--- src/rtl/spi_lead_pkg.sv ---
package spi_lead_pkg;
  // Frame phases: idle, select-to-clock lead, clock toggling, one-cycle tail
  typedef enum logic [1:0] {
    ST_IDLE  = 2'd0,
    ST_LEAD  = 2'd1,
    ST_SHIFT = 2'd2,
    ST_TAIL  = 2'd3
  } spi_phase_e;
endpackage

--- src/rtl/spi_tick_counter.sv ---
// Loadable down-counter shared by the lead interval and the half-period timer.
module spi_tick_counter #(
  parameter int W = 8
) (
  input  logic         clk,
  input  logic         rst_n,
  input  logic         load,
  input  logic [W-1:0] load_val,
  output logic         cnt_zero
);
  logic [W-1:0] cnt_q;
  logic [W-1:0] cnt_d;

  always_comb begin
    cnt_d = cnt_q;
    if (load) begin
      cnt_d = load_val;
    end else if (cnt_q != '0) begin
      cnt_d = cnt_q - W'(1);
    end
  end

  always_ff @(posedge clk or negedge rst_n) begin
    if (!rst_n) cnt_q <= '0;
    else        cnt_q <= cnt_d;
  end

  assign cnt_zero = (cnt_q == '0);
endmodule

--- src/rtl/spi_frame_shifter.sv ---
// Mode-0 frame shifter: out on falling edges, in on rising edges, MSB first.
module spi_frame_shifter #(
  parameter int BITS = 8
) (
  input  logic            clk,
  input  logic            rst_n,
  input  logic            load,
  input  logic [BITS-1:0] load_data,
  input  logic            rise_evt,
  input  logic            fall_evt,
  input  logic            miso,
  output logic            mosi,
  output logic [BITS-1:0] rx_data
);
  logic [BITS-1:0] tx_q, tx_d;
  logic [BITS-1:0] rx_q, rx_d;

  always_comb begin
    tx_d = tx_q;
    if (load) begin
      tx_d = load_data;
    end else if (fall_evt) begin
      tx_d = {tx_q[BITS-2:0], 1'b0};
    end
  end

  always_comb begin
    rx_d = rx_q;
    if (rise_evt) begin
      rx_d = {rx_q[BITS-2:0], miso};
    end
  end

  always_ff @(posedge clk or negedge rst_n) begin
    if (!rst_n) begin
      tx_q <= '0;
      rx_q <= '0;
    end else begin
      tx_q <= tx_d;
      rx_q <= rx_d;
    end
  end

  assign mosi    = tx_q[BITS-1];
  assign rx_data = rx_q;
endmodule

--- src/rtl/spi_cs_decode.sv ---
// Holds the chosen select index for a frame and drives the active-low selects.
module spi_cs_decode #(
  parameter int NUM_CS = 4,
  parameter int SEL_W  = 2
) (
  input  logic              clk,
  input  logic              rst_n,
  input  logic              load,
  input  logic [SEL_W-1:0]  sel_in,
  input  logic              active_d,
  output logic [NUM_CS-1:0] pcs_n
);
  logic [SEL_W-1:0]  sel_q;
  logic [SEL_W-1:0]  sel_nxt;
  logic [NUM_CS-1:0] pcs_d;
  logic [NUM_CS-1:0] pcs_q;

  assign sel_nxt = load ? sel_in : sel_q;

  for (genvar i = 0; i < NUM_CS; i++) begin : g_cs
    assign pcs_d[i] = ~(active_d && (sel_nxt == SEL_W'(i)));
  end

  always_ff @(posedge clk or negedge rst_n) begin
    if (!rst_n) begin
      sel_q <= '0;
      pcs_q <= '1;
    end else begin
      sel_q <= sel_nxt;
      pcs_q <= pcs_d;
    end
  end

  assign pcs_n = pcs_q;
endmodule

--- src/rtl/spi_lead_clkgen.sv ---
module spi_lead_clkgen
  import spi_lead_pkg::*;
#(
  parameter int DIV_W      = 8,
  parameter int LEAD_W     = 7,
  parameter int NUM_CS     = 4,
  parameter int SEL_W      = $clog2(NUM_CS),
  parameter int FRAME_BITS = 8,
  parameter int DIV_RST    = 4
) (
  input  logic                  clk,
  input  logic                  rst_n,
  input  logic                  enable,
  input  logic [DIV_W-1:0]      divisor,
  input  logic [LEAD_W-1:0]     lead_cnt,
  input  logic                  lead_sel,
  input  logic [SEL_W-1:0]      cs_sel,
  input  logic                  start,
  input  logic [FRAME_BITS-1:0] tx_data,
  input  logic                  miso,
  output logic                  sck,
  output logic                  mosi,
  output logic [NUM_CS-1:0]     pcs_n,
  output logic [FRAME_BITS-1:0] rx_data,
  output logic                  busy,
  output logic                  done,
  output logic                  pins_oe
);
  localparam int EDGES  = 2 * FRAME_BITS;
  localparam int EDGE_W = $clog2(EDGES + 1);
  localparam int CNT_W  = (DIV_W > LEAD_W) ? DIV_W : LEAD_W;

  spi_phase_e        state_q, state_d;
  logic              sck_q, sck_d;
  logic [EDGE_W-1:0] edge_q, edge_d;
  logic [DIV_W-1:0]  div_q, div_d;
  logic              done_q, done_d;
  logic              oe_q;

  logic              go;
  logic              cnt_load;
  logic [CNT_W-1:0]  cnt_val;
  logic              cnt_zero;
  logic              sck_evt;
  logic [LEAD_W-1:0] lead_m1;

  // A zero lead field wraps to all ones, i.e. 2**LEAD_W clocks of lead
  assign lead_m1 = lead_cnt - LEAD_W'(1);
  assign go      = (state_q == ST_IDLE) && start && enable && (divisor > DIV_W'(1));
  assign sck_evt = ((state_q == ST_LEAD) || (state_q == ST_SHIFT)) && cnt_zero;

  // Next-state logic
  always_comb begin
    state_d  = state_q;
    sck_d    = sck_q;
    edge_d   = edge_q;
    div_d    = div_q;
    done_d   = 1'b0;
    cnt_load = 1'b0;
    cnt_val  = CNT_W'(div_q - DIV_W'(1));
    unique case (state_q)
      ST_IDLE: begin
        if (go) begin
          state_d  = ST_LEAD;
          div_d    = divisor;
          edge_d   = '0;
          cnt_load = 1'b1;
          cnt_val  = lead_sel ? CNT_W'(lead_m1) : CNT_W'(divisor - DIV_W'(1));
        end
      end
      ST_LEAD, ST_SHIFT: begin
        if (sck_evt) begin
          sck_d    = ~sck_q;
          cnt_load = 1'b1;
          edge_d   = edge_q + EDGE_W'(1);
          state_d  = (edge_q == EDGE_W'(EDGES - 1)) ? ST_TAIL : ST_SHIFT;
        end
      end
      ST_TAIL: begin
        state_d = ST_IDLE;
        done_d  = 1'b1;
      end
      default: state_d = ST_IDLE;
    endcase
    if (!enable) begin
      state_d  = ST_IDLE;
      sck_d    = 1'b0;
      done_d   = 1'b0;
      cnt_load = 1'b0;
    end
  end

  // State registers
  always_ff @(posedge clk or negedge rst_n) begin
    if (!rst_n) begin
      state_q <= ST_IDLE;
      sck_q   <= 1'b0;
      edge_q  <= '0;
      div_q   <= DIV_W'(DIV_RST);
      done_q  <= 1'b0;
      oe_q    <= 1'b0;
    end else begin
      state_q <= state_d;
      sck_q   <= sck_d;
      edge_q  <= edge_d;
      div_q   <= div_d;
      done_q  <= done_d;
      oe_q    <= enable;
    end
  end

  spi_tick_counter #(.W(CNT_W)) u_timer (
    .clk      (clk),
    .rst_n    (rst_n),
    .load     (cnt_load),
    .load_val (cnt_val),
    .cnt_zero (cnt_zero)
  );

  spi_frame_shifter #(.BITS(FRAME_BITS)) u_shift (
    .clk       (clk),
    .rst_n     (rst_n),
    .load      (go),
    .load_data (tx_data),
    .rise_evt  (sck_evt && !sck_q),
    .fall_evt  (sck_evt && sck_q),
    .miso      (miso),
    .mosi      (mosi),
    .rx_data   (rx_data)
  );

  spi_cs_decode #(.NUM_CS(NUM_CS), .SEL_W(SEL_W)) u_cs (
    .clk      (clk),
    .rst_n    (rst_n),
    .load     (go),
    .sel_in   (cs_sel),
    .active_d (state_d != ST_IDLE),
    .pcs_n    (pcs_n)
  );

  assign sck     = sck_q;
  assign busy    = (state_q != ST_IDLE);
  assign done    = done_q;
  assign pins_oe = oe_q;
endmodule

--- config.mk ---
export PLATFORM = sky130hd
export DESIGN_NAME = spi_lead_clkgen
export DESIGN_NICKNAME = d
export VERILOG_FILES = /design/src/rtl/spi_lead_pkg.sv /design/src/rtl/spi_tick_counter.sv /design/src/rtl/spi_frame_shifter.sv /design/src/rtl/spi_cs_decode.sv /design/src/rtl/spi_lead_clkgen.sv
export SDC_FILE = /design/constraint.sdc
export NUM_CORES = 1
export LEC_CHECK = 0
export ABC_AREA = 1
export BUFFER_PORTS_ARGS = -buffer_cell sky130_fd_sc_hd__buf_2
export CELL_PAD_IN_SITES_DETAIL_PLACEMENT = 1
export CELL_PAD_IN_SITES_GLOBAL_PLACEMENT = 1
export CORE_ASPECT_RATIO = 0.9
export CORE_UTILIZATION = 41
export DETAILED_ROUTE_END_ITERATION = 12
export GPL_ROUTABILITY_DRIVEN = 0
export PLACE_DENSITY_LB_ADDON = 0.1
export SLEW_MARGIN = 20
export SYNTH_ARGS = -nofsm -noshare
export SYNTH_HDL_FRONTEND = slang
export SYNTH_HIERARCHICAL = 1
export SYNTH_SLANG_ARGS = --single-unit
--- constraint.sdc ---
create_clock -name clk -period 2.5 [get_ports clk]
set_input_delay 0.125 -clock clk [delete_from_list [all_inputs] [get_ports clk]]
set_output_delay 0.125 -clock clk [all_outputs]
set_load 0.01 [all_outputs]
## Word-level counts from Yosys, hierarchy flattened

Cells that the tools add are included.

| storage, ports and cells | value |
|---|---|
| register bits | 48 |
| bits in latches | 0 |
| memory bits (writable) | 0 |
| bits in read-only memories | 0 |
| memories kept | 0 |

| operators by class | value |
|---|---|
| add/sub/neg operators | 5 |
| multipliers | 0 |
| div/mod/pow operators | 0 |
| magnitude comparators | 1 |
| equal/unequal tests | 11 |
| shift-type cells | 0 |
| multiplexer cells | 25 |
| bitwise operators | 5 |
| reduce and logical (&&, ||, !) cells | 25 |

Operators with widths:

| kind | count |
|---|---|
| $mux W8 | 7 |
| $sub A8 B1 Y8 const B | 3 |
| $logic_and A1 B1 Y1 | 10 |
| $mux W5 | 2 |
| $pmux W5 S2 | 1 |
| $reduce_bool A2 Y1 | 5 |
| $mux W1 | 9 |
| $eq A2 B2 Y1 const B | 4 |
| $gt A8 B1 Y1 const B | 1 |
| $logic_not A8 Y1 | 1 |
| $mux W2 | 4 |
| $reduce_bool A8 Y1 | 1 |
| $sub A7 B1 Y7 const B | 1 |
| $ne A2 B1 Y1 const B | 3 |
| $pmux W2 S3 | 1 |
| $add A5 B1 Y5 const B | 1 |
| $eq A5 B4 Y1 const B | 1 |
| $not A1 Y1 | 5 |
| $eq A2 B1 Y1 const B | 2 |
| $logic_not A2 Y1 | 2 |
| $reduce_and A2 Y1 | 2 |
| $reduce_and A3 Y1 | 1 |
| $ne A2 B2 Y1 const B | 1 |
| $pmux W1 S2 | 1 |
| 3 further kinds | 3 |

## Longest topological paths before layout

| logic depth | value |
|---|---|
| depth after elaboration | 10 |
| mapped depth | 14 |
| gate-level depth less buffers | 13 |

## Modules after synthesis

Netlist, hierarchy kept.

Modules (own cells, without submodules):

| module | instances | cells an instance | area each (um2) |
|---|---|---|---|
| spi_lead_clkgen | 1 | 232 | 1526.5 |
| spi_frame_shifter | 1 | 73 | 676.9 |
| spi_tick_counter | 1 | 71 | 513.0 |
| spi_cs_decode | 1 | 27 | 244.0 |

## Worst setup path after synthesis

No wires, ideal clock.

| timing | value |
|---|---|
| path type | register to register |
| start point | reg state_q[0] |
| end point | reg u_timer.cnt_q[0] |
| arrival time | 1.727 ns |
| data required time | 2.382 ns |
| setup slack | 0.655 ns |
| stages on the path, launching flop included | 13 |
| clock period less this slack | 1.845 ns |
| cells stage by stage | dfrtp_1 inv_1 ha_1 inv_1 nor2_1 nand2_2 buf_6 buf_8 a21oi_2 buf_2 o21ai_0 nand2_1 o21ai_2 |

| between the ends | value |
|---|---|
| cells in the longest elaborated chain, start to end | 8 |
| elaborated cells between the ends (all ways) | 17 |

RTL lines:

| what | line | source |
|---|---|---|
| from (decl) | spi_lead_clkgen.sv:33 | `spi_phase_e state_q, state_d;` |
| from (signal assigned) | spi_lead_clkgen.sv:103 | `state_q <= state_d;` |
| $logic_not A2 Y1 | spi_lead_clkgen.sv:49, spi_lead_clkgen.sv:61 |  |
| $logic_and A1 B1 Y1 (3 in a row) | spi_lead_clkgen.sv:49 | `assign go = (state_q == ST_IDLE) && start && enable && (divisor > DIV_W'(1));` |
| $mux W1 | spi_lead_clkgen.sv:63 | `if (go) begin` |
| $pmux W1 S2 * | spi_lead_clkgen.sv:61 | `unique case (state_q)` |
| $mux W1 * | spi_lead_clkgen.sv:85 | `if (!enable) begin` |
| via cnt_load | spi_lead_clkgen.sv:41 | `logic cnt_load;` |
| $mux W8 / $reduce_bool A2 Y1 (equally long branches) | - |  |
| to (signal assigned) | spi_tick_counter.sv:25 | `else cnt_q <= cnt_d;` |
| to (decl) | spi_tick_counter.sv:11 | `logic [W-1:0] cnt_q;` |

The timed path passes the listed nets; every way through them passes the cells marked *.
A chain may end at the register's enable or synchronous reset.

## Final worst setup path

| timing | value |
|---|---|
| start point | reg u_timer.cnt_q[0] |
| end point | reg u_timer.cnt_q[4] |

| between the ends | value |
|---|---|
| cells in the longest elaborated chain, start to end | 6 |
| elaborated cells between the ends (all ways) | 10 |

RTL lines:

| what | line | source |
|---|---|---|
| $logic_not A8 Y1 * | spi_tick_counter.sv:28 | `assign cnt_zero = (cnt_q == '0);` |
| via cnt_zero | spi_lead_clkgen.sv:43 | `logic cnt_zero;` |
| $logic_and A1 B1 Y1 * | spi_lead_clkgen.sv:50 | `assign sck_evt = ((state_q == ST_LEAD) \|\| (state_q == ST_SHIFT)) && cnt_zero;` |
| $mux W1 * | spi_lead_clkgen.sv:72 | `if (sck_evt) begin` |
| $pmux W1 S2 * | spi_lead_clkgen.sv:61 |  |
| $mux W1 * | spi_lead_clkgen.sv:85 |  |
| via cnt_load | spi_lead_clkgen.sv:41 |  |
| $mux W8 / $reduce_bool A2 Y1 (equally long branches) | - |  |

The timed path passes the listed nets; every way through them passes the cells marked *. The select of a mux whose other input is x is not followed.

==> qor.txt <==
Cell variety after synth - 32
layout cell share with drive strength beyond 1 - 20.6%
vias per cell - 4.95
level count of the clock H-tree - 2
Synth Register Bits - 48
final period utilization - 87.8%
CP arrival - 2.42 ns
CP top delay family - simple AND/OR/NAND/NOR gates
Hold Path Class - input port to flop
die area - 7560 sq um
DP Wirelength - 5.36 mm
Remaining DRCs - 0
fin area - 3410 sq um
clk_skew - 0.00667 ns
vias in the first global route - 2576
Post-synth top cells - 124 x nand2_1, 46 x nand3_1, 45 x inv_1
Least-Margin Pin Slew - 0.619 ns
Post-Syn Area - 2960 sq um
Final TNS setup - 0 ns
status - complete, no violations
Skew-Pair Late Insertion Delay - 0.30 ns
fillers - 924
startpoint types - flop
Synth warnings - 6
leak pwr - 1.79 nW
Slew HR - 58.7%
Clock Pin Slew Worst Setup and Hold Paths - 0.09 ns
FF-to-FF End - u_timer/cnt_q[4]
fmax - 456 MHz
r2r startpoint - u_timer/cnt_q[0]
critical path's slowest cell - dfrtp_1
Std-Cell Core Area - 7000 sq um
worst path cell trace - inv_1, ha_1, nand2_2, nor2_4, nand2_1, a21oi_4, inv_1, nand2_4, a21boi_1
dpl cells - 540
DRT antenna net count - 0
Worst Path Required - 2.73 ns
pin count of the biggest net entering global routing - 49
P&R area growth vs syn - 15.1%
initial core utilization - 42.3%
Num CTS Buffers - 5
Final min period - 2.19 ns
antenna diode count - 0
Max FO, Critical Path - 12
Final Slew Violations - 0
Final Hold Fails - 0
Pwr Density - 746 nW/um^2
Worst Reg2Reg Path Length in Cells - 9
hold depth - 1
Die Wd - 91.6 microns
worst vdd ir - 0.317 mV
Final Non-Filler Cells - 549
PortBufs - 47
initial antenna violation count - 0
IO Pins - 48
area leader, netlist - dfrtp_1
most frequent cell on the critical path - inv_1
Yosys top cell area share - 36.3%
post-route setup slack - 0.306 ns
Setup Fix Bufs, Post-CTS - 0
nets@finish - 497
Synth Flop Type - dfrtp_1
num rows - 29
Overflow after GRT - 0
Post-synth EDFFs - 0
hold path start - enable
max-cap violations - 0
CP Buf/Inv Count - 2
Post-Syn Nets - 445
Sink Count - 48
Routed WL - 7.07 mm
CTS tree - done
Cells after Synth - 403
Overall Power - 2.54 mW
crit path launch - u_timer/cnt_q[0]
RSZ-0062 raised after global routing - no
Async SR Flop Fraction - 100%
hold endpoint - pins_oe
ranking of synthesized cells by area - dfrtp_1 36%, nand2_1 16%, nand3_1 7.8%
worst reg2reg setup slack - 0.31 ns
via count - 2715
clk buf depth - 2
critical path class - flop to flop
most frequent cell after synthesis - nand2_1
Iter 0 DRT Violations - 72
Synth Area per Inst - 7.35 sq um
post-DR wirelength/cell - 12.9 microns
first-pass GRT wire length - 11.9 mm
CP endpoint kind - flop
instance area at placement - 3270 sq um
final count of negative-setup-slack endpoints - 0
Post-Place Setup Slack - 0.185 ns
Die Y - 82.6 microns
crit-path max cell delay - 0.39 ns
DRT Pass-1 Iters - 4
CTS Root Buffer Type - clkbuf_8
GRT Resource Usage Total - 19.8%
register area share after synthesis - 40.8%
-- cell type report --
| type | instances | area, sq um | share of cell area [%] |
|---|---|---|---|
| well taps | 93 | 116 | 3.42 |
| clock buffers | 6 | 82.6 | 2.42 |
| flip-flops and latches | 48 | 1210 | 35.4 |
| clock inverters | 2 | 38.8 | 1.14 |
| multi-input cells | 294 | 1480 | 43.4 |
| inverters | 53 | 201 | 5.91 |
| repair buffers | 53 | 283 | 8.30 |
-- worst register-to-register path, stage by stage (launching register included) --
cell	delay (ns)
dfrtp_1	0.39
inv_1	0.11
ha_1	0.27
nand2_2	0.11
nor2_4	0.19
nand2_1	0.21
a21oi_4	0.36
inv_1	0.17
nand2_4	0.14
a21boi_1	0.18
-- metrics by stage --
stage / hold slack, ns / utilization (%)
6_report: 0.0187 / 48.7
5_1_grt: 0.0168 / 48.7
4_1_cts: 0.0102 / 48.5
3_5_place_dp: 0.271 / 46.7
3_3_place_gp: 0.270 / 46.7
2_1_floorplan: -0.171 / -
-- where the power goes --
group          switching, mW  internal (mW)  total, mW
logic                  0.540          0.320      0.861
registers              0.131          0.954       1.09
clock network          0.269          0.327      0.596
-- worst max path at each step --
stage | slack (ns) | depth (start not counted) | endpoint
floorplan | 0.65 | 12 | u_timer/cnt_q[0]
global placement | 0.34 | 9 | u_timer/cnt_q[4]
detailed placement | 0.18 | 9 | u_timer/cnt_q[4]
CTS | 0.14 | 9 | u_timer/cnt_q[4]
global route | 0.05 | 9 | u_timer/cnt_q[4]
finish | 0.31 | 9 | u_timer/cnt_q[4]
-- state kept, by name, indices dropped and copies added, names as in the netlist --
register	flops
done	1
div_q	8
u_shift/rx_data	8
u_cs/sel_q	2
u_timer/cnt_q	8
sck	1
u_cs/pcs_n	4
pins_oe	1
state_q	2
u_shift/tx_q	8
edge_q	5
-- kinds of logic (layout without fill, tap and decap cells) --
kind of cell               Yosys count  count (layout)  share of synthesized area, %
AOI/OAI and AO/OA                   45              45                          9.13
xor gates and xnor gates             6               6                          1.78
adders and majority gates           11              11                          4.65
buffers and inverters               61             114                          9.55
DFF                                 48              48                          40.8
and+or+nand+nor                    232             232                          34.1
-- timing repair --
| item | in CTS | in global routing |
|---|---|---|
| endpoints found under the hold margin | 43 | 0 |
| gates resized for setup | 0 | 1 |
| endpoints found under the setup margin | 0 | 4 |
| hold buffers | 1 | 0 |
-- per-layer routing --
metal | GRT usage [%] | vias up | part of all wire (%)
li1 | - | 1380 | -
met1 | 26.5 | 1303 | 50
met2 | 33.7 | 28 | 47
met3 | 3.21 | 4 | 2.3
met4 | 5.24 | 0 | 0.71
met5 | 0 | - | 0
-- cell usage in the layout (no fill, tap or decap), drive strengths merged --
cell type / count
dlygate4sd3: 1
o21ai: 34
nand4: 6
nand3: 46
inv: 53
clkinv: 1
or2: 1
nor2: 46
o21bai: 1
clkbuf: 6
a21boi: 2
xor2: 4
ha: 11
a21oi: 8
bufinv: 1
nor3b: 1
buf: 52
dfrtp: 43
nand2: 129
dfstp: 5
nand3b: 3
xnor2: 2
Power figures use the tool's default switching activity.
